File: config.mk
export PLATFORM = sky130hd
export DESIGN_NAME = cdrom_sector_sync
export DESIGN_NICKNAME = d
export VERILOG_FILES = /design/src/rtl/cdsync_pkg.sv /design/src/rtl/cdsync_window.sv /design/src/rtl/cdsync_scrambler.sv /design/src/rtl/cdrom_sector_sync.sv
export SDC_FILE = /design/constraint.sdc
export NUM_CORES = 1
export LEC_CHECK = 0
export ABC_AREA = 1
export ABC_CLOCK_PERIOD_IN_PS = 6700
export BUFFER_PORTS_ARGS = -buffer_cell sky130_fd_sc_hd__buf_2
export CORE_MARGIN = 2
export CORE_UTILIZATION = 38
export DETAILED_ROUTE_END_ITERATION = 16
export SLEW_MARGIN = 25
export SYNTH_ARGS = -nofsm -noshare
export SYNTH_HDL_FRONTEND = slang
export SYNTH_SLANG_ARGS = --single-unit
File: constraint.sdc
create_clock -name clk -period 6.7 [get_ports clk]
set_input_delay 0 -clock clk [delete_from_list [all_inputs] [get_ports clk]]
set_output_delay 0 -clock clk [all_outputs]
set_load 0.05 [all_outputs]
File: src/rtl/cdsync_pkg.sv
package cdsync_pkg;

    localparam int SYNC_BYTES = 12;
    localparam int SCR_BITS   = 15;
    localparam logic [SCR_BITS-1:0] SCR_SEED = 15'h0001;

    typedef enum logic [2:0] {
        MD_0   = 3'd0,
        MD_1   = 3'd1,
        MD_2   = 3'd2,
        MD_2F1 = 3'd3,
        MD_2F2 = 3'd4,
        MD_BAD = 3'd7
    } sect_mode_e;

    // ideal sync byte at position idx of the pattern
    function automatic logic [7:0] sync_byte(input int idx);
        return (idx == 0 || idx == SYNC_BYTES - 1) ? 8'h00 : 8'hFF;
    endfunction

    // eight steps of x^15+x+1, LSB out first: {next_state, key}
    function automatic logic [SCR_BITS+7:0] scr_step8(input logic [SCR_BITS-1:0] st);
        logic [SCR_BITS-1:0] s;
        logic [7:0]          k;
        s = st;
        k = '0;
        for (int i = 0; i < 8; i++) begin
            k[i] = s[0];
            s    = {s[0] ^ s[1], s[SCR_BITS-1:1]};
        end
        return {s, k};
    endfunction

    function automatic sect_mode_e classify(input logic [7:0] hdr,
                                            input logic [7:0] sub,
                                            input logic [7:0] sub_cpy);
        case (hdr)
            8'h00:   return MD_0;
            8'h01:   return MD_1;
            8'h02: begin
                if (sub != sub_cpy) return MD_2;
                return sub[5] ? MD_2F2 : MD_2F1;
            end
            default: return MD_BAD;
        endcase
    endfunction

endpackage

File: src/rtl/cdsync_window.sv
module cdsync_window
    import cdsync_pkg::*;
(
    input  logic       clk,
    input  logic       rst_n,
    input  logic       shift_i,
    input  logic [7:0] byte_i,
    output logic       match_o
);
    localparam int HIST_W = (SYNC_BYTES - 1) * 8;
    localparam int FULL_W = SYNC_BYTES * 8;

    logic [HIST_W-1:0] hist_q;
    logic [FULL_W-1:0] full;

    assign full = {hist_q, byte_i};

    always_comb begin
        match_o = 1'b1;
        for (int k = 0; k < SYNC_BYTES; k++) begin
            if (full[(SYNC_BYTES-1-k)*8 +: 8] != sync_byte(k)) match_o = 1'b0;
        end
    end

    always_ff @(posedge clk) begin
        if (!rst_n)       hist_q <= '0;
        else if (shift_i) hist_q <= full[HIST_W-1:0];
    end
endmodule

File: src/rtl/cdsync_scrambler.sv
module cdsync_scrambler
    import cdsync_pkg::*;
(
    input  logic       clk,
    input  logic       rst_n,
    input  logic       load_i,
    input  logic       adv_i,
    output logic [7:0] key_o
);
    logic [SCR_BITS-1:0] st_q;
    logic [SCR_BITS+7:0] nxt;

    assign nxt   = scr_step8(st_q);
    assign key_o = nxt[7:0];

    always_ff @(posedge clk) begin
        if (!rst_n)      st_q <= SCR_SEED;
        else if (load_i) st_q <= SCR_SEED;
        else if (adv_i)  st_q <= nxt[SCR_BITS+7:8];
    end
endmodule

File: src/rtl/cdrom_sector_sync.sv
module cdrom_sector_sync
    import cdsync_pkg::*;
#(
    parameter int SECTOR_LEN = 2352,
    parameter int MISS_LIMIT = 3
) (
    input  logic       clk,
    input  logic       rst_n,
    input  logic       in_valid,
    input  logic [7:0] in_byte,
    output logic       out_valid,
    output logic [7:0] out_byte,
    output logic       out_sof,
    output logic       locked,
    output logic       sec_done,
    output logic       sec_inserted,
    output logic [2:0] sec_mode
);
    localparam int POS_W  = $clog2(SECTOR_LEN);
    localparam int MISS_W = $clog2(MISS_LIMIT + 1);
    localparam logic [POS_W-1:0]  OFF_LAST = POS_W'(SECTOR_LEN - 1);
    localparam logic [POS_W-1:0]  OFF_SYNC = POS_W'(SYNC_BYTES - 1);
    localparam logic [POS_W-1:0]  OFF_HDR  = POS_W'(15);
    localparam logic [POS_W-1:0]  OFF_SUB  = POS_W'(18);
    localparam logic [POS_W-1:0]  OFF_SUBC = POS_W'(22);
    localparam logic [MISS_W-1:0] MISS_MAX = MISS_W'(MISS_LIMIT);

    typedef struct packed {
        logic              locked;
        logic [POS_W-1:0]  pos;
        logic [MISS_W-1:0] miss;
        logic [7:0]        hdr;
        logic [7:0]        sub;
        logic [7:0]        sub_cpy;
        logic              ins;
        logic              out_valid;
        logic [7:0]        out_byte;
        logic              out_sof;
        logic              sec_done;
        logic              sec_ins;
        sect_mode_e        sec_mode;
    } state_t;

    state_t d, q;

    logic             match;
    logic [7:0]       key;
    logic [POS_W-1:0] cur_off;
    logic             load_key;
    logic             adv_key;

    assign cur_off  = (q.pos == OFF_LAST) ? '0 : q.pos + POS_W'(1);
    assign load_key = in_valid && (q.locked ? (cur_off == OFF_SYNC) : match);
    assign adv_key  = in_valid && q.locked && (cur_off > OFF_SYNC);

    cdsync_window u_window (
        .clk     (clk),
        .rst_n   (rst_n),
        .shift_i (in_valid),
        .byte_i  (in_byte),
        .match_o (match)
    );

    cdsync_scrambler u_scr (
        .clk    (clk),
        .rst_n  (rst_n),
        .load_i (load_key),
        .adv_i  (adv_key),
        .key_o  (key)
    );

    always_comb begin
        logic [7:0]        ob;
        logic              lost;
        logic [MISS_W-1:0] miss_inc;
        d           = q;
        d.out_valid = 1'b0;
        d.out_sof   = 1'b0;
        d.sec_done  = 1'b0;
        ob          = 8'h00;
        lost        = 1'b0;
        miss_inc    = q.miss + MISS_W'(1);
        if (in_valid) begin
            if (!q.locked) begin
                if (match) begin
                    d.locked = 1'b1;
                    d.pos    = OFF_SYNC;
                    d.miss   = '0;
                    d.ins    = 1'b0;
                end
            end else begin
                d.pos = cur_off;
                if (cur_off <= OFF_SYNC) begin
                    ob = sync_byte(int'(cur_off));
                    if (cur_off == OFF_SYNC) begin
                        if (match) begin
                            d.miss = '0;
                            d.ins  = 1'b0;
                        end else begin
                            d.ins = 1'b1;
                            if (miss_inc == MISS_MAX) begin
                                lost     = 1'b1;
                                d.locked = 1'b0;
                                d.miss   = '0;
                            end else begin
                                d.miss = miss_inc;
                            end
                        end
                    end
                end else begin
                    ob = in_byte ^ key;
                    if (cur_off == OFF_HDR)  d.hdr     = ob;
                    if (cur_off == OFF_SUB)  d.sub     = ob;
                    if (cur_off == OFF_SUBC) d.sub_cpy = ob;
                end
                d.out_valid = !lost;
                d.out_byte  = ob;
                d.out_sof   = (cur_off == '0);
                if (cur_off == OFF_LAST) begin
                    d.sec_done = 1'b1;
                    d.sec_ins  = q.ins;
                    d.sec_mode = classify(q.hdr, q.sub, q.sub_cpy);
                end
            end
        end
    end

    always_ff @(posedge clk) begin
        if (!rst_n) begin
            q          <= '0;
            q.sec_mode <= MD_0;
        end else begin
            q <= d;
        end
    end

    assign out_valid    = q.out_valid;
    assign out_byte     = q.out_byte;
    assign out_sof      = q.out_sof;
    assign locked       = q.locked;
    assign sec_done     = q.sec_done;
    assign sec_inserted = q.sec_ins;
    assign sec_mode     = q.sec_mode;
endmodule

==> results.md <==
- The routed wire length per instance is 12.7 um.
- The synthesized net count is 1016.
- The portion of total power attributed to sequential cells is 0.485.
- The worst setup path is launched from a flip-flop.
- The endpoint type of the worst setup path is a flip-flop.
- Of the total synthesized cell area, the portion taken by AND, OR, NAND and NOR gates is 0.346.
- Dividing the final minimum period by the clock period gives 0.387.
- Clock tree synthesis selected as its root buffer the cell sky130_fd_sc_hd__clkbuf_16.
- The count of endpoints failing hold in the final timing report came to 0.
- The area share of xor/xnor cells in the synthesized design is 0.0247.
- The horizontal die dimension is 141 um.
- TritonCTS built the clock tree.
- The most repeated cell in the gate-level netlist after synthesis is sky130_fd_sc_hd__nor2_1.
- In this run the worst path has a maximum fanout of 23.
- The number of DRC markers after the initial detailed-route iteration is approximately 390.
- In the global route stage, overall resource usage came out at 0.168.
- Of all flip-flops after synthesis, the portion carrying an async set or reset was 0.
- The number of routed nets with antenna violations is 0.
- Synthesis produced about 1000 cells.
- During synthesis, Yosys emitted a total of 0 warnings.
- Setup repair after global routing left no endpoint under its margin.
- The starting density of the core is 0.391.
- After clock tree synthesis, the repair step resized 0 gates.
- The clock latency on the worst-skew pair is 0.43 ns.
- The worst min-delay path category is input port to flip-flop.
- The worst slack on hold paths is 0.0991 ns.
- The top-level I/O count is 27.
- For this block, the routed nets add up to 15.8 mm of wire.
- After synthesis the cells add up to 7090 sq um.
- Clock-pin slew was measured on the worst setup and hold paths at approximately 0.06 ns.
- For this run, the leading register cell type out of synthesis is sky130_fd_sc_hd__dfxtp_1.
- Yosys attributes the largest share of cell area to sky130_fd_sc_hd__dfxtp_1, sky130_fd_sc_hd__nor2_1, sky130_fd_sc_hd__nand2_1.
- In the synthesized netlist, the cells that appear most often are sky130_fd_sc_hd__nor2_1, sky130_fd_sc_hd__nand2_1, sky130_fd_sc_hd__dfxtp_1.
- The vertical die dimension is 141 um.
- Of the total power, the share spent switching nets is 0.235.
- The initial antenna violation count is 0.
- After global routing the overflow that remains totals 0.
- Of the total power, combinational logic draws 0.047.
- The maximum VDD drop is 179 uV.
- The pin slew with the least headroom to its limit is 0.840 ns.
- For the worst setup path, the data required time is around 7 ns.
- The worst clock skew is about 0.013 ns.
- The weighted congestion at the end of routability-driven global placement is between 0.8 and 0.9.
- The final route contains 6028 vias.
- The largest family of logic cells by synthesized area is simple AND/OR/NAND/NOR gates.
- The final-report max-slew violation count is 0.
- The number of global-route vias before repair is 5732.
- For this design the ratio of total power to cell area is between 200 and 300 nW/um^2.
- Clock tree synthesis found a total of 158 sinks.
- Of the post-synthesis cell area, the dominant cell type holds 0.446.
- The relative slew slack is 0.440.
- The number of rows in the core area is approximately 50.
- For this design the static power due to leakage is 3.45 nW.
- The switching power summed over all nets is 484 uW.
- The number of buffers and inverters on the critical path is 1.
- The worst path in the final design needs a cycle of 2.60 ns, including I/O delays and setup.
- The area added between synthesis and finish is 11.5%.
- The setup slack of the critical path after layout is 4.10 ns.
- The DRC violation count after routing is 0.
- The utilization of the core after routing is 0.436.
- Clock tree synthesis inserted a total of 17 buffers.
- In this run, synthesis inferred 0 flip-flops with an integrated enable.
- The run finished with clean final reports.
- The setup check on the worst reg-to-reg path leaves a slack of 4.10 ns.
- The clock tree synthesis step divided the H-tree into 4 levels.
- The average instance area after synthesis is 7.09 sq um.
- The number of iterations in the first detailed-routing pass is 5.
- The first global-routing pass estimated between 20 and 30 mm of wire.
- The layout cell share with drive strength beyond 1 is 0.0975.
- The flip-flop and latch count after synthesis is 158.
- The internal power of the cells totals 1.57 mW.
- In this design, the largest share of critical-path delay is due to simple AND/OR/NAND/NOR gates.
- Dividing the detail-routed via count by the number of cells gives 4.85.
- The count of maximum capacitance violations is 0.
- Walking the worst path, the cells encountered are ha_1, nand3_2, nor2_2, nand2_1, o21ai_2, nand2_2, nor2_8, nand2_4, nand2_4, inv_4, nand2_1, nand2_1, nand2_1, nand2_1.
- Prior to clock tree synthesis, the placed netlist has a worst setup slack of approximately 4.0 ns.
- The post-placement cell area is 7240 sq um.
- Of the total power, the clock network draws 0.468.
- The area enclosed by the die boundary is 19800 sq um.
- The area of the placeable core is between 15000 and 20000 sq um.
- The kind of critical path is flip-flop to flip-flop.
- The final setup violation count is 0.
- Adding up every negative setup slack in the final design gives 0 ns.
- On the worst path, the slowest cell contributes a delay of 0.54 ns.
- The fmax is roughly 0.39 GHz.
- The count of antenna diodes in the layout is 0.
- On the critical path, the stage with the largest delay is an instance of sky130_fd_sc_hd__dfxtp_1.
- The data arrival time at the worst-slack endpoint is 2.90 ns.
- The share of the Yosys chip area taken by registers is 0.446.
- The final cell area excluding filler cells is 7910 sq um.
- Entering global routing, the biggest net connects between 90 and 100 pins.
- Counting distinct cell types in the post-synthesis netlist gives 39.
- The fraction of the mapped netlist area in compound gates is 0.102.
- The multiplexer fraction of the synthesized cell area is 0.
- Detailed placement ended at an HPWL of ~10 mm.
- sky130_fd_sc_hd__dfxtp_1 takes more of the synthesized area than any other cell.
- In the final design database the tool counted approximately 1000 nets.
- In this run the deepest clock path goes through 2 buffers.
- By instance count, the cell type seen most on the critical path is sky130_fd_sc_hd__nand2_1.
- The share of synthesized cell area in full adder, half adder and majority cells is 0.00705.
- The number of buffer cells added on primary ports is 26.
## cells by family (layout without fill, tap and decap cells)
group,Yosys count,after routing
flops,158,158
buf+inv,118,132
compound gates,141,141
simple gates,560,560
xor+xnor,20,20
fa+ha+maj,4,4
## cell type report
cell class	count	area [sq um]
Clock buffer	20	457
Clock inverter	12	131
Fill cell	1896	10200
Inverter	63	239
Multi-Input combinational cell	725	3400
Sequential cell	158	3160
Tap cell	229	287
Timing Repair Buffer	37	235
## timing repair
action / in CTS / in global routing
hold buffers: 8 / 0
endpoints found under the hold margin: 13 / 0
buffers inserted: 0 / 0
## flip-flops by register name (all words and copies together) (netlist names)
signal and count:
locked 1, out_byte 8, out_sof 1, out_valid 1, q 39, sec_done 1
sec_inserted 1, sec_mode 3, u_scr.st_q 15, u_window.hist_q 88
## worst reg2reg max path: stages (launching register included)
cell and delay (ns):
sky130_fd_sc_hd__dfxtp_1 0.54, sky130_fd_sc_hd__ha_1 0.30, sky130_fd_sc_hd__nand3_2 0.13, sky130_fd_sc_hd__nor2_2 0.15, sky130_fd_sc_hd__nand2_1 0.11, sky130_fd_sc_hd__o21ai_2 0.18, sky130_fd_sc_hd__nand2_2 0.11, sky130_fd_sc_hd__nor2_8 0.21
sky130_fd_sc_hd__nand2_4 0.10, sky130_fd_sc_hd__nand2_4 0.24, sky130_fd_sc_hd__inv_4 0.17, sky130_fd_sc_hd__nand2_1 0.09, sky130_fd_sc_hd__nand2_1 0.05, sky130_fd_sc_hd__nand2_1 0.05, sky130_fd_sc_hd__nand2_1 0.06
## per-layer routing
layer / wire length, um / GRT usage / up-vias
met2: 7290 / 0.269 / 81
met1: 7890 / 0.228 / 2736
met5: 0 / 0 / -
met3: 527 / 0.0377 / 10
li1: - / - / 3201
met4: 127 / 0.0468 / 0
## worst paths after layout
kind,to,from,cells after the start
worst max-delay path,out_byte[0]$_SDFFE_PN0P_,q[42]$_SDFFE_PN0P_,14
worst min-delay path,u_window.hist_q[84]$_SDFFE_PN0P_,rst_n,3
worst max register to register,out_byte[0]$_SDFFE_PN0P_,q[42]$_SDFFE_PN0P_,14
worst min register to register,u_scr.st_q[13]$_SDFFE_PP0P_,u_scr.st_q[13]$_SDFFE_PP0P_,2
## metrics by stage
step / total power, mW / std cells
floorplan: 1.08 / 1001
global placement: 1.11 / 1204
detailed placement: 1.11 / 1204
CTS: 2.08 / 1244
global route: 2.14 / 1244
finish: 2.06 / 1244
## power by group through the flow
stage	registers (mW)	clock network, mW	logic [mW]
global placement	1.02	0	0.0920
finish	0.999	0.964	0.0958
CTS	0.999	0.985	0.0970
global route	1.00	1.03	0.112
floorplan	1.01	0	0.0711
detailed placement	1.02	0	0.0924
## placed cells by master (no fill, tap or decap), types with 3 or more instances in the layout
cell type                       instances
sky130_fd_sc_hd__xor2_1                18
sky130_fd_sc_hd__o21ai_0              102
sky130_fd_sc_hd__buf_4                  4
sky130_fd_sc_hd__a21oi_1               29
sky130_fd_sc_hd__nand3_2                3
sky130_fd_sc_hd__inv_1                 57
sky130_fd_sc_hd__nand4_1               30
sky130_fd_sc_hd__nor2_1               261
sky130_fd_sc_hd__nand2_2               12
sky130_fd_sc_hd__ha_1                   4
sky130_fd_sc_hd__inv_6                  3
sky130_fd_sc_hd__buf_2                 25
sky130_fd_sc_hd__nand3_1               42
sky130_fd_sc_hd__dfxtp_1              158
sky130_fd_sc_hd__clkinvlp_4             4
sky130_fd_sc_hd__clkinv_2               3
sky130_fd_sc_hd__dlygate4sd3_1          8
sky130_fd_sc_hd__inv_2                  4
sky130_fd_sc_hd__nor3_1                 6
sky130_fd_sc_hd__nand3b_1               5
sky130_fd_sc_hd__nand2_1              181
sky130_fd_sc_hd__o21ai_1                4
sky130_fd_sc_hd__clkbuf_16             17
sky130_fd_sc_hd__nor2_2                 7
No activity file was read; power rests on OpenSTA's default activity.
